===== src/rtl/adc_arb_pkg.sv =====
package adc_arb_pkg;
  typedef enum logic [1:0] {
    SRC_NONE = 2'd0,
    SRC_PAR  = 2'd1,
    SRC_QUE  = 2'd2,
    SRC_INS  = 2'd3
  } src_e;
endpackage


===== src/rtl/adc_par_src.sv =====
module adc_par_src #(
  parameter int NCH = 16,
  localparam int CHW = $clog2(NCH)
) (
  input  logic           clk,
  input  logic           rst,
  input  logic           trig,
  input  logic [NCH-1:0] mask,
  input  logic           take,
  output logic           any,
  output logic [CHW-1:0] low_ch
);
  logic [NCH-1:0] pend;
  logic [NCH-1:0] clr;

  // lowest-numbered pending channel wins
  always_comb begin
    low_ch = '0;
    for (int i = NCH - 1; i >= 0; i--) begin
      if (pend[i]) low_ch = CHW'(i);
    end
  end

  assign any = |pend;

  always_comb begin
    clr = '0;
    if (take) clr[low_ch] = 1'b1;
  end

  always_ff @(posedge clk) begin
    if (rst) pend <= '0;
    else     pend <= (pend & ~clr) | (trig ? mask : '0);
  end
endmodule


===== src/rtl/adc_req_fifo.sv =====
module adc_req_fifo #(
  parameter int DEPTH = 4,
  parameter int W     = 4,
  localparam int AW   = (DEPTH > 1) ? $clog2(DEPTH) : 1,
  localparam int CW   = $clog2(DEPTH + 1)
) (
  input  logic         clk,
  input  logic         rst,
  input  logic         wr,
  input  logic [W-1:0] wdata,
  input  logic         rd,
  output logic [W-1:0] rdata,
  output logic         full,
  output logic         empty,
  output logic         ovf
);
  logic [W-1:0]  mem [DEPTH];
  logic [AW-1:0] wp, rp;
  logic [CW-1:0] cnt;
  logic          push, pop;

  assign full  = (cnt == CW'(DEPTH));
  assign empty = (cnt == '0);
  assign push  = wr && !full;
  assign pop   = rd && !empty;
  assign rdata = mem[rp];

  function automatic logic [AW-1:0] nxt(input logic [AW-1:0] p);
    return (p == AW'(DEPTH - 1)) ? '0 : p + 1'b1;
  endfunction

  // storage without reset so it maps to RAM
  always_ff @(posedge clk) begin
    if (push) mem[wp] <= wdata;
  end

  always_ff @(posedge clk) begin
    if (rst) begin
      wp  <= '0;
      rp  <= '0;
      cnt <= '0;
      ovf <= 1'b0;
    end else begin
      if (push) wp <= nxt(wp);
      if (pop)  rp <= nxt(rp);
      case ({push, pop})
        2'b10:   cnt <= cnt + 1'b1;
        2'b01:   cnt <= cnt - 1'b1;
        default: cnt <= cnt;
      endcase
      if (wr && full) ovf <= 1'b1;
    end
  end
endmodule


===== src/rtl/adc_ins_slot.sv =====
module adc_ins_slot #(
  parameter int CHW = 4
) (
  input  logic           clk,
  input  logic           rst,
  input  logic           req,
  input  logic [CHW-1:0] ch,
  input  logic           take,
  output logic           valid,
  output logic [CHW-1:0] held_ch
);
  always_ff @(posedge clk) begin
    if (rst) begin
      valid   <= 1'b0;
      held_ch <= '0;
    end else begin
      if (take) valid <= 1'b0;
      if (req && !valid) begin
        valid   <= 1'b1;
        held_ch <= ch;
      end
    end
  end
endmodule


===== src/rtl/adc_arb_core.sv =====
module adc_arb_core
  import adc_arb_pkg::*;
#(
  parameter int CHW = 4,
  parameter int PRW = 2
) (
  input  logic           clk,
  input  logic           rst,
  input  logic           p_v,
  input  logic [CHW-1:0] p_ch,
  input  logic [PRW-1:0] p_prio,
  input  logic           q_v,
  input  logic [CHW-1:0] q_ch,
  input  logic [PRW-1:0] q_prio,
  input  logic           i_v,
  input  logic [CHW-1:0] i_ch,
  input  logic [PRW-1:0] i_prio,
  input  logic           conv_done,
  output logic           take_p,
  output logic           take_q,
  output logic           take_i,
  output logic           conv_start,
  output logic [CHW-1:0] conv_ch,
  output logic [1:0]     conv_src,
  output logic           busy
);
  src_e           sel;
  logic [PRW-1:0] best;
  logic [CHW-1:0] sel_ch;
  logic           go;

  // later candidates win ties: insertion over queue over parallel
  always_comb begin
    sel    = SRC_NONE;
    best   = '0;
    sel_ch = p_ch;
    if (p_v) begin
      sel  = SRC_PAR;
      best = p_prio;
    end
    if (q_v && (sel == SRC_NONE || q_prio >= best)) begin
      sel    = SRC_QUE;
      best   = q_prio;
      sel_ch = q_ch;
    end
    if (i_v && (sel == SRC_NONE || i_prio >= best)) begin
      sel    = SRC_INS;
      sel_ch = i_ch;
    end
  end

  assign go     = !busy && (sel != SRC_NONE);
  assign take_p = go && (sel == SRC_PAR);
  assign take_q = go && (sel == SRC_QUE);
  assign take_i = go && (sel == SRC_INS);

  always_ff @(posedge clk) begin
    if (rst) begin
      busy       <= 1'b0;
      conv_start <= 1'b0;
      conv_ch    <= '0;
      conv_src   <= SRC_NONE;
    end else begin
      conv_start <= 1'b0;
      if (go) begin
        busy       <= 1'b1;
        conv_start <= 1'b1;
        conv_ch    <= sel_ch;
        conv_src   <= sel;
      end else if (busy && conv_done) begin
        busy <= 1'b0;
      end
    end
  end
endmodule


===== src/rtl/adc_req_arbiter.sv =====
module adc_req_arbiter #(
  parameter int NCH    = 16,
  parameter int QDEPTH = 4,
  parameter int PRW    = 2,
  localparam int CHW   = $clog2(NCH)
) (
  input  logic           clk,
  input  logic           rst,
  input  logic           par_trig,
  input  logic [NCH-1:0] par_mask,
  input  logic           q_wr,
  input  logic [CHW-1:0] q_wr_ch,
  input  logic           ins_req,
  input  logic [CHW-1:0] ins_ch,
  input  logic [PRW-1:0] par_prio,
  input  logic [PRW-1:0] q_prio,
  input  logic [PRW-1:0] ins_prio,
  input  logic           conv_done,
  output logic           conv_start,
  output logic [CHW-1:0] conv_ch,
  output logic [1:0]     conv_src,
  output logic           busy,
  output logic           q_full,
  output logic           q_empty,
  output logic           q_ovf
);
  logic           p_any, take_p, take_q, take_i, i_v;
  logic [CHW-1:0] p_low, q_head, i_held;

  adc_par_src #(.NCH(NCH)) par_i (
    .clk(clk), .rst(rst), .trig(par_trig), .mask(par_mask),
    .take(take_p), .any(p_any), .low_ch(p_low)
  );

  adc_req_fifo #(.DEPTH(QDEPTH), .W(CHW)) que_i (
    .clk(clk), .rst(rst), .wr(q_wr), .wdata(q_wr_ch), .rd(take_q),
    .rdata(q_head), .full(q_full), .empty(q_empty), .ovf(q_ovf)
  );

  adc_ins_slot #(.CHW(CHW)) ins_i (
    .clk(clk), .rst(rst), .req(ins_req), .ch(ins_ch), .take(take_i),
    .valid(i_v), .held_ch(i_held)
  );

  adc_arb_core #(.CHW(CHW), .PRW(PRW)) core_i (
    .clk(clk), .rst(rst),
    .p_v(p_any), .p_ch(p_low), .p_prio(par_prio),
    .q_v(!q_empty), .q_ch(q_head), .q_prio(q_prio),
    .i_v(i_v), .i_ch(i_held), .i_prio(ins_prio),
    .conv_done(conv_done),
    .take_p(take_p), .take_q(take_q), .take_i(take_i),
    .conv_start(conv_start), .conv_ch(conv_ch), .conv_src(conv_src),
    .busy(busy)
  );
endmodule


===== config.mk =====
export PLATFORM = sky130hd
export DESIGN_NAME = adc_req_arbiter
export DESIGN_NICKNAME = d
export VERILOG_FILES = /design/src/rtl/adc_arb_pkg.sv /design/src/rtl/adc_par_src.sv /design/src/rtl/adc_req_fifo.sv /design/src/rtl/adc_ins_slot.sv /design/src/rtl/adc_arb_core.sv /design/src/rtl/adc_req_arbiter.sv
export SDC_FILE = /design/constraint.sdc
export NUM_CORES = 1
export LEC_CHECK = 0
export ABC_AREA = 1
export BUFFER_PORTS_ARGS = -buffer_cell sky130_fd_sc_hd__buf_2
export CAP_MARGIN = 20
export CORE_ASPECT_RATIO = 0.8
export CORE_UTILIZATION = 45
export DETAILED_ROUTE_END_ITERATION = 12
export PLACE_DENSITY = 0.66
export SYNTH_ARGS = -nofsm -noshare
export SYNTH_HDL_FRONTEND = slang
export SYNTH_HIERARCHICAL = 1
export SYNTH_SLANG_ARGS = --single-unit

===== constraint.sdc =====
create_clock -name clk -period 4.62 [get_ports clk]
set_input_delay 0.462 -clock clk [delete_from_list [all_inputs] [get_ports clk]]
set_output_delay 0.462 -clock clk [all_outputs]
set_load 0.1 [all_outputs]

Yosys cells after proc, flatten, opt, wreduce, memory -nomap -nowiden

Memory sizes are Yosys's and may differ from the RTL's. A register that Yosys moved wholly into a read port is not among the register bits.
Cells that the tools add are included.

Add/sub/neg operators: 4
Multiply operators: 0
Div/mod/pow operators: 0
Order comparisons: 4
Equal/unequal tests: 8
Shifts and indexed selects: 0
Mux-type cells: 39
Bitwise gates (word level): 3
Reduce and logical (&&, ||, !) cells: 26

Operator list:

| operator                                                   | number |
|---|---|
| 2-to-1 mux 4 bit                                           | 18 |
| 2-to-1 mux 16 bit                                          | 2 |
| AND 16 bit                                                 | 1 |
| 2-to-1 mux 2 bit                                           | 8 |
| inverter 16 bit                                            | 1 |
| OR 16 bit                                                  | 1 |
| OR reduction 16 bit                                        | 1 |
| logical AND 1 bit                                          | 12 |
| equality test 2 bit, second input constant                 | 5 |
| 2-to-1 mux 1 bit                                           | 9 |
| nonzero test 2 bit                                         | 4 |
| one-hot mux 3 bit (2 select lines)                         | 1 |
| less-than comparator 4 x 5 -> 1 bit, second input constant | 1 |
| adder 2 x 1 -> 2 bit, second input constant                | 2 |
| demux 1 bit (select 4 bit)                                 | 1 |
| equality test 2 x 1 -> 1 bit, second input constant        | 2 |
| >= comparator 2 bit                                        | 2 |
| >= comparator 4 x 1 -> 1 bit, second input constant        | 1 |
| zero test 1 bit                                            | 4 |
| zero test 2 bit                                            | 2 |
| adder 3 x 1 -> 3 bit, second input constant                | 1 |
| equality test 3 bit, second input constant                 | 1 |
| zero test 3 bit                                            | 1 |
| subtractor 3 x 1 -> 3 bit, second input constant           | 1 |
| logical OR 1 bit                                           | 2 |

Bits in registers: 37
Latch bits: 0
Bits in writable memories: 16
Memory bits (read-only): 0
Input port bits: 36
Output and inout port bits: 11
Word-level logic and storage cells: 96
Memories: 1

Memory list:

| name      | depth | bits a word | rd ports | clocked after Yosys merged registers in | write ports | line               | source |
|---|---|---|---|---|---|---|---|
| que_i.mem | 4     | 4           | 1        | 1                                       | 1           | adc_req_fifo.sv:17 | `logic [W-1:0] mem [DEPTH];` |

Longest topological paths before layout

Gate-level depths: netlist of the first run.

Word-level depth: 24
Depth in mapped cells: 34
Mapped depth without buffers: 34

By module

The synthesis of the first run kept the hierarchy.

By module, submodules not included:

| module          | instances | cells an instance | area an instance (µm²) | sequential area each (µm²) |
|---|---|---|---|---|
| adc_req_fifo    | 1         | 115               | 1,156.1                | 680.7 |
| adc_par_src     | 1         | 145               | 967.2                  | 320.3 |
| adc_arb_core    | 1         | 103               | 633.1                  | 160.2 |
| adc_ins_slot    | 1         | 33                | 214.0                  | 100.1 |
| adc_req_arbiter | 1         | 1                 | 3.8                    | 0.0 |

Least setup slack after synthesis of the first run

OpenSTA, ideal clock, no wires.

Path kind: flip-flop to flip-flop
From: reg par_i.pend[15]
To: reg que_i.cnt[2]
Library setup time: 110 ps
Arrival time: 3,702 ps
Data required time: 4,510 ps
Path slack: 808 ps
Stages on the path, launching flop included: 32
Path buffers: 0
Period minus slack after synthesis: 3,812 ps
Cell sequence: dfxtp_1 -> or2_1 -> nor3_1 -> nand2_1 -> inv_2 -> nand2_1 -> nand2_1 -> inv_1 -> ha_1 -> inv_1 -> nand2_1 -> nand2_1 -> nand2_4 -> nand2_4 -> o21ai_0 -> ha_1 -> o21ai_0 -> nand2_2 -> nand2_4 -> nand2_2 -> nor2_1 -> nand2_2 -> inv_1 -> ha_1 -> inv_1 -> fa_1 -> inv_1 -> nand2_1 -> nand3_1 -> nand2_1 -> inv_1 -> nor2_1

Cells in the longest elaborated chain, start to end: 16
Elaborated cells between the ends (all ways): 23
Classes of those cells: 2 x order compare; 3 x eq/ne; 6 x mux; 12 x reduce/logical

Ends and longest elaborated chain:

| what                                                                     | line                  | source |
|---|---|---|
| start: declaration                                                       | adc_par_src.sv:13     | `logic [NCH-1:0] pend;` |
| start signal: assignment                                                 | adc_par_src.sv:33     | `else pend <= (pend & ~clr) \| (trig ? mask : '0);` |
| OR reduction 16 bit (*)                                                  | adc_par_src.sv:24     | `assign any = \|pend;` |
| named net p_any                                                          | adc_req_arbiter.sv:27 | `logic p_any, take_p, take_q, take_i, i_v;` |
| 2-to-1 mux 2 bit or 2-to-1 mux 1 bit (tied branches)                     | adc_arb_core.sv:37    | `if (p_v) begin` |
| >= comparator 2 bit or zero test 2 bit (tied branches)                   | adc_arb_core.sv:41    | `if (q_v && (sel == SRC_NONE \|\| q_prio >= best)) begin` |
| logical OR 1 bit                                                         | adc_arb_core.sv:41    |  |
| logical AND 1 bit                                                        | adc_arb_core.sv:41    |  |
| 2-to-1 mux 2 bit                                                         | adc_arb_core.sv:41    |  |
| >= comparator 2 bit or zero test 2 bit (tied branches)                   | adc_arb_core.sv:46    | `if (i_v && (sel == SRC_NONE \|\| i_prio >= best)) begin` |
| [... 3 more ...]                                                         | n/a                   |  |
| nonzero test 2 bit                                                       | adc_arb_core.sv:52    | `assign go = !busy && (sel != SRC_NONE);` |
| logical AND 1 bit                                                        | adc_arb_core.sv:52    |  |
| logical AND 1 bit (*)                                                    | adc_arb_core.sv:54    | `assign take_q = go && (sel == SRC_QUE);` |
| named net take_q                                                         | adc_req_arbiter.sv:27 |  |
| logical AND 1 bit (*)                                                    | adc_req_fifo.sv:25    | `assign pop = rd && !empty;` |
| named net que_i.pop                                                      | adc_req_fifo.sv:20    | `logic push, pop;` |
| equality test 2 x 1 -> 1 bit or equality test 2 bit (tied branches)      | adc_req_fifo.sv:46    | `case ({push, pop})` |
| one-hot mux 3 bit (2 select lines) or nonzero test 2 bit (tied branches) | n/a                   |  |
| end signal: assignment                                                   | adc_req_fifo.sv:47    | `2'b10: cnt <= cnt + 1'b1;` |
| end signal: assignment                                                   | adc_req_fifo.sv:48    | `2'b01: cnt <= cnt - 1'b1;` |
| end signal: assignment                                                   | adc_req_fifo.sv:49    | `default: cnt <= cnt;` |
| end: declaration                                                         | adc_req_fifo.sv:19    | `logic [CW-1:0] cnt;` |

The timed path passes the listed nets; every way through them passes the cells marked *.
A chain may end at the register's enable or synchronous reset.

Worst setup path after layout of the first run

Ends and elaborated chain as after synthesis.

==> results of run 1 <==
registers in the layout (all words and copies together), names as in the netlist, named ones only:
| signal | count |
|---|---|
| par_i/pend | 16 |
| que_i/mem | 16 |
| core_i/conv_ch | 4 |
| ins_i/held_ch | 4 |
| que_i/cnt | 3 |
| core_i/conv_src | 2 |
| que_i/rp | 2 |
| que_i/wp | 2 |
| core_i/busy | 1 |
| core_i/conv_start | 1 |
| ins_i/valid | 1 |
| que_i/ovf | 1 |
worst reg2reg max path: cells and delay by family (launching register included):
kind                       cells  cell delay (ns)
DFF                            1             0.34
and+or+nand+nor               19             1.89
AOI/OAI and AO/OA              2             0.27
buffers and inverters          7             0.46
adders and majority gates      4             1.04
worst min path at each step:
stage	slack [ns]	depth (start not counted)	endpoint
finish	0.37	1	que_i/mem[1][3]
global route	0.36	1	que_i/mem[3][3]
CTS	0.36	1	que_i/mem[3][3]
detailed placement	0.46	2	que_i/ovf
global placement	0.45	2	que_i/ovf
floorplan	0.44	2	par_i/pend[6]
cell usage after synthesis:
master	instances
a21oi_1	20
a21oi_2	6
a21oi_4	1
buf_1	2
buf_2	1
buf_4	1
clkbuf_1	3
dfxtp_1	39
edfxtp_1	16
fa_1	1
ha_1	10
inv_1	63
inv_2	11
inv_4	1
nand2_1	83
nand2_2	9
nand2_4	7
nand3_1	36
nand3_2	1
nand3b_1	3
nand4_1	8
nor2_1	45
nor2_2	3
nor2_4	4
nor3_1	1
nor4_1	1
nor4_2	1
o21ai_0	13
o21ai_1	1
o21ai_4	1
o22ai_1	4
or2_1	1
logic make-up after synthesis:
group                    after synthesis  share of synthesized area, %
AO/OA/AOI/OAI                         46                          9.42
adder cells (fa/ha/maj)               11                          4.88
buffers and inverters                 82                          10.6
flip-flops                            55                          42.4
AND/OR/NAND/NOR                      203                          32.7
through the flow:
step	hold WS, ns	setup slack (ns)	instance area (µm²)	util [%]	total power, mW
final	0.368	0.530	3410	53.6	1.32
after global routing	0.357	0.0561	3410	53.6	1.40
after CTS	0.364	0.290	3390	53.2	1.32
after detailed placement	0.456	0.370	3280	51.4	0.998
after global placement	0.445	0.533	3280	51.4	0.992
after floorplan	0.439	0.808	2970	-	0.910
where the power goes:
| part | total [mW] | internal [mW] | leakage [nW] | switching, mW |
|---|---|---|---|---|
| registers | 0.568 | 0.537 | 0.469 | 0.0305 |
| logic | 0.428 | 0.117 | 1.14 | 0.311 |
| clock network | 0.326 | 0.164 | 0.0587 | 0.162 |
per-layer routing:
metal | vias up | track usage [%] | wire length [µm]
met5 | - | 0 | 0
met4 | 0 | 4.27 | 68
met3 | 9 | 3.94 | 327
met2 | 73 | 27.9 | 2650
met1 | 1131 | 28.2 | 3340
li1 | 1351 | - | -
area by class of cell:
type	instances	area share, %
Tap cell	84	3.08
Clock inverter	3	1.39
Clock buffer	5	2.02
Sequential cell	55	36.9
Multi-Input combinational cell	260	41.5
Timing Repair Buffer	46	6.74
Inverter	75	8.32
==> results by group, run 1 <==
Global route
  • First-pass GRT wire length: 10200 µm
  • Vias in the first global route: 2232
  • Largest net degree at the start of global routing: 29
  • GRT Util Overall: 18.8%
  • Grt ovf: 0
  • Antenna violations before repair: 0

Logic synthesis
  • Syn_area_per_cell: 7.49 µm²
  • Register bit total from synthesis: 55
  • YS warnings: 6
  • Top-area cell type share of the netlist area: 26.3%
  • Yosys cell types: 32
  • Syn Inst Count: 397
  • Syn Nets: 444
  • Cell taking the most area after synthesis: dfxtp_1
  • Register area share after synthesis: 42.4%
  • Cell area after synthesis: 0.00297 mm²
  • Synth area leaders: dfxtp_1 (26%), edfxtp_1 (16%), nand2_1 (10%)

Clock network
  • CTS H-Tree Depth: 2
  • Clock Sinks: 55
  • Num CTS Buffers: 5
  • Clk_lat worst skew: 0.31 ns
  • Setup bufs post-CTS: 0
  • CTS tree: built
  • Max Buffers Root-to-Sink: 2
  • # resized after CTS: 0
  • Clock-pin slew on the worst setup and hold paths: 0.10 ns
  • Root Buffer: clkbuf_8
  • Cts hold-fix bufs: 0

Flow run
  • Max-Cap Viols: 0

Final layout
  • Share of layout cells above drive strength 1: 23.0%
  • FILL cells: 641
  • Most frequent cells in the layout: nand2_1 (82), inv_1 (63), buf_2 (46)
  • Antenna diode count: 0
  • Area delta synth->final: 14.8%
  • Final Non-Filler Cells: 528
  • Multi-input logic area: 0.00142 mm²
  • Most common cell after layout, fill and taps aside: nand2_1
  • Final Net Count: 490
  • Register area: 0.00126 mm²

Timing
  • Final Hold Fails: 0
  • Tightest Pin Transition: 0.586 ns
  • Max-slew headroom: 61.0%
  • TNS Setup: 0 ns
  • Pins Over Slew Limit: 0
  • Crit share post-route: 88.5%
  • Final setup viols: 0
  • Tmin final: 4.09 ns
  • Final Skew: 0.00539 ns
  • Fmax: 0.245 GHz
  • RSZ-0062 raised after global routing: false

Setup path
  • Crit path top cell by count: nand2_1
  • CP top delay family: simple AND/OR/NAND/NOR gates
  • Crit path to: que_i/cnt[2]
  • Critical path startpoint: par_i/pend[15]
  • WS Path Type: reg -> reg
  • Worst setup EP type: flop
  • Max stage delay on crit path: 0.37 ns
  • Required time worst endpoint: 4.83 ns
  • Crit-path max FO: 9
  • Bufs and invs on worst path: 7
  • Setup crit start kind: flop
  • Worst r2r src: par_i/pend[15]
  • R2r endpoint: que_i/cnt[2]
  • Internal reg-to-reg setup slack: 0.53 ns
  • WP data arrival: 4.30 ns
  • Crit path depth: 32
  • Slowest-stage cell, CP: fa_1
  • R2R depth: 32

Place
  • I/O Buffers: 46
  • DP Wirelength: 4880 µm
  • Placed Instances: 520
  • Final Wtd Congestion: 0.827

Status
  • Outcome: finished with violations
  • Failing checks: DRC

Routing
  • Drc violations: 1
  • Antenna-violating nets left: 0
  • Routed vias/inst: 4.86
  • Detailed Route WL: 6380 µm
  • Initial DRT Pass Iterations: 9
  • Wire length per cell: 12.1 µm
  • Via count of the routed design: 2564
  • DR iter-0 viols: 87

Floorplan
  • # rows: 26
  • Io pins: 47
  • Initial Util: 46.6%
  • Core area: 0.00638 mm²
  • Die ar.: 0.00694 mm²
  • Die span in x: 92.9 µm
  • Die H: 74.7 µm

Pwr
  • LEAKAGE: 1.67 nW
  • Pwr Density: 387 mW/mm²
  • Worst vdd ir: 254 µV

Min path
  • Worst hold path class: in -> reg
  • Hold_sp: q_wr_ch[3]
(Power assumes the default switching activity.)
==> run 2, diff against run 1 <==
--- a/config.mk
+++ b/config.mk
@@ -5,12 +5,12 @@
 export SDC_FILE = /design/constraint.sdc
 export NUM_CORES = 1
 export LEC_CHECK = 0
-export ABC_AREA = 1
 export BUFFER_PORTS_ARGS = -buffer_cell sky130_fd_sc_hd__buf_2
 export CAP_MARGIN = 20
 export CORE_ASPECT_RATIO = 0.8
 export CORE_UTILIZATION = 45
 export DETAILED_ROUTE_END_ITERATION = 12
+export HOLD_SLACK_MARGIN = 0.06
 export PLACE_DENSITY = 0.66
 export SYNTH_ARGS = -nofsm -noshare
 export SYNTH_HDL_FRONTEND = slang
==> results by group, run 2 <==
Logic synthesis
  • Syn_area_per_cell: 10.0 µm² (+34%)
  • Cell area after synthesis: 0.00292 mm² (-1.7%)
  • Most frequent cell after synthesis: dfxtp_1
  • Top-area cell type share of the netlist area: 26.7% (+0.45 points)
  • Register bit total from synthesis: 55 (unchanged)
  • Yosys cell types: 66 (+110%)
  • Syn Nets: 339 (-24%)
  • YS warnings: 6 (unchanged)
  • Top cells by count, synth: dfxtp_1 (39), inv_1 (22), a21oi_1 (21)
  • Register area share after synthesis: 43.1% (+0.73 points)
  • Syn Inst Count: 292 (-26%)
  • EDFF count, synth: 16 (unchanged)
  • Synth area leaders: dfxtp_1 (27%), edfxtp_1 (16%), ha_1 (4.3%)
  • Dominant synthesized flop cell: dfxtp_1
  • Cell taking the most area after synthesis: dfxtp_1
  • Async set-reset flop share out of synthesis: 0% (unchanged)

Clock network
  • Max Buffers Root-to-Sink: 2 (unchanged)
  • Clk_lat worst skew: 0.31 ns (about the same)
  • CTS H-Tree Depth: 2 (unchanged)
  • Cts hold-fix bufs: 0 (unchanged)
  • Root Buffer: clkbuf_8
  • Num CTS Buffers: 5 (unchanged)
  • Clock-pin slew on the worst setup and hold paths: 0.10 ns (about the same)
  • CTS tree: built
  • Clock Sinks: 55 (unchanged)

Global route
  • Largest net degree at the start of global routing: 34 (+17%)
  • First-pass GRT wire length: 11100 µm (+9.2%)
  • Grt ovf: 0 (unchanged)
  • Grt peak-use layer: met1
  • GRT Util Overall: 21.2% (+2.4 points)
  • Vias in the first global route: 2229 (-0.13%)
  • Met1 usage: 31.8% (+3.6 points)
  • GRT met2 Usage: 30.2% (+2.2 points)
  • Grt met3 use: 5.42% (+1.5 points)
  • Antenna violations before repair: 0 (unchanged)

Routing
  • DR iter-0 viols: 203 (+130%)
  • Drc violations: 0 (-1)
  • Initial DRT Pass Iterations: 5 (-4)
  • Via count of the routed design: 2525 (-1.5%)
  • Antenna-violating nets left: 0 (unchanged)
  • Wire length per cell: 16.2 µm (+34%)
  • Detailed Route WL: 7060 µm (+11%)
  • Routed vias/inst: 5.79 (+19%)

Pwr
  • Pwr Density: 408 mW/mm² (+5.5%)
  • LEAKAGE: 1.46 nW (-13%)
  • Pwr Total: 1.45 mW (+9.8%)
  • Worst vdd ir: 153 µV (-40%)

Final layout
  • Area delta synth->final: 21.6%
  • Biggest registers after layout: par_i/pend (16), que_i/mem (16)
  • Most frequent cells in the layout: buf_2 (46), dfxtp_1 (37), inv_1 (21)
  • Register area: 0.00126 mm² (+0.20%)
  • Share of layout cells above drive strength 1: 32.7% (+9.7 points)
  • Multi-input logic area: 0.00162 mm² (+14%)
  • FILL cells: 545 (-15%)
  • Antenna diode count: 0 (unchanged)
  • Final instance area: 0.00355 mm² (+4.1%)
  • Final Net Count: 401 (-18%)
  • Most common cell after layout, fill and taps aside: buf_2

Status
  • Outcome: finished, final reports clean

Setup path
  • Max stage delay on crit path: 0.55 ns (+0.18 ns)
  • Required time worst endpoint: 4.86 ns (+0.03 ns)
  • Crit path top cell by count: ha_4
  • WS Path Type: reg -> reg
  • Internal reg-to-reg setup slack: 0.05 ns (-0.48 ns)
  • WP data arrival: 4.81 ns (+0.51 ns)
  • Worst setup EP type: flop
  • Setup crit start kind: flop
  • Slowest-stage cell, CP: or4_4
  • Cell Chain, Critical Path: or4_4 > nor4b_4 > nand3_2 > and2_4 > ha_4 > nor2b_2 > o2bb2ai_4 > mux2_4 > ha_4 > nand2b_4 > a211oi_2 > o211a_1 > o31ai_4 > inv_1 > ha_2 > inv_2 > fa_2 > xor2_2 > or3_4 > a21oi_2
  • Crit-path max FO: 4 (-5)

Place
  • Dpl ws: -0.0374 ns (-0.407 ns)
  • DP Wirelength: 5200 µm (+6.7%)
  • I/O Buffers: 46 (unchanged)
  • DP Area: 0.00337 mm² (+2.7%)
  • Final Wtd Congestion: 0.950 (+15%)

Timing
  • Final setup viols: 0 (unchanged)
  • Max-slew headroom: 57.4% (-3.6 points)
  • TNS Setup: 0 ns (unchanged)
  • Tightest Pin Transition: 0.639 ns (+0.0539 ns)
  • Crit share post-route: 99.0% (+10 points)
  • Tmin final: 4.57 ns (+0.482 ns)
  • Worst setup margin: 0.0483 ns (-0.482 ns)
  • Final Hold Fails: 0 (unchanged)
  • Fmax: 0.219 GHz (-11%)
  • Final Skew: 0.00505 ns (-0.000344 ns)
  • Pins Over Slew Limit: 0 (unchanged)
  • RSZ-0062 raised after global routing: true
  • Worst hold margin: 0.350 ns (-0.0185 ns)

Floorplan
  • Die ar.: 0.00683 mm² (-1.6%)
  • Die span in x: 92.1 µm (-0.82%)
  • # rows: 25 (-3.8%)
  • Initial Util: 47.9% (+1.3 points)
  • Die H: 74.1 µm (-0.82%)
  • Io pins: 47 (unchanged)
  • Core area: 0.00610 mm² (-4.3%)

Min path
  • Worst hold path class: in -> reg

Flow run
  • Max-Cap Viols: 0 (unchanged)
[run 2: metal layers]
layer / share of wire (%) / vias to the layer above / routed length [µm]
met3: 8.3 / 9 / 588
met1: 49 / 1181 / 3460
met4: 0.98 / 0 / 69
met2: 42 / 112 / 2940
li1: - / 1223 / -
met5: 0 / - / 0
[run 2: worst max-delay path, delay by kind of cell, from the launching register on]
| kind | cells | cell delay (ns) |
|---|---|---|
| buffers and inverters | 2 | 0.11 |
| AND/OR/NAND/NOR | 7 | 1.71 |
| adder cells (fa/ha/maj) | 4 | 1.02 |
| flip-flops | 1 | 0.33 |
| XOR/XNOR | 1 | 0.19 |
| AO/OA/AOI/OAI | 5 | 0.82 |
| multiplexers | 1 | 0.33 |
[run 2: final cells by class]
cell class / count / share of cell area, %
multi-input combinational: 201 / 45.7
sequential: 55 / 35.6
timing repair buffer: 66 / 10.8
tap: 81 / 2.85
inverter: 25 / 2.64
clock buffer: 6 / 2.04
clock inverter: 2 / 0.458
[run 2: where the power goes]
part / leakage [nW] / switching [mW] / internal [mW]
combinational: 0.946 / 0.373 / 0.212
sequential: 0.469 / 0.0533 / 0.544
clock: 0.0418 / 0.159 / 0.109
[run 2: what timing repair did]
action | 4_1_cts | 5_1_grt
resized for setup | 3 | 6
buffers inserted | 2 | 6
pin swaps | 6 | 12
endpoints found under the setup margin | 1 | 1
[run 2: final timing paths]
| kind | startpoint | end | cells past startpoint |
|---|---|---|---|
| worst min-delay path | par_mask[7] | par_i/pend[7] | 3 |
| worst max-delay path | par_i/pend[11] | que_i/cnt[2] | 20 |
| worst max register to register | par_i/pend[11] | que_i/cnt[2] | 20 |
| worst min register to register | ins_i/held_ch[2] | ins_i/held_ch[2] | 2 |
[run 2: logic make-up (layout without fill, tap and decap cells)]
logic type / count (synthesis) / after routing / share of synthesized area (%)
XOR/XNOR: 2 / 2 / 0.599
multiplexers: 10 / 10 / 5.18
AND/OR/NAND/NOR: 98 / 98 / 19.4
AO/OA/AOI/OAI: 80 / 80 / 21.3
flip-flops: 55 / 55 / 43.1
adder cells (fa/ha/maj): 11 / 11 / 4.96
buffers and inverters: 36 / 99 / 5.48
[run 2: through the flow]
| stage | utilization (%) | std cells |
|---|---|---|
| after detailed placement | 55.2 | 420 |
| after global placement | 55.2 | 420 |
| after global routing | 58.3 | 436 |
| final | 58.3 | 436 |
| after floorplan | - | 292 |
| after CTS | 57.0 | 430 |
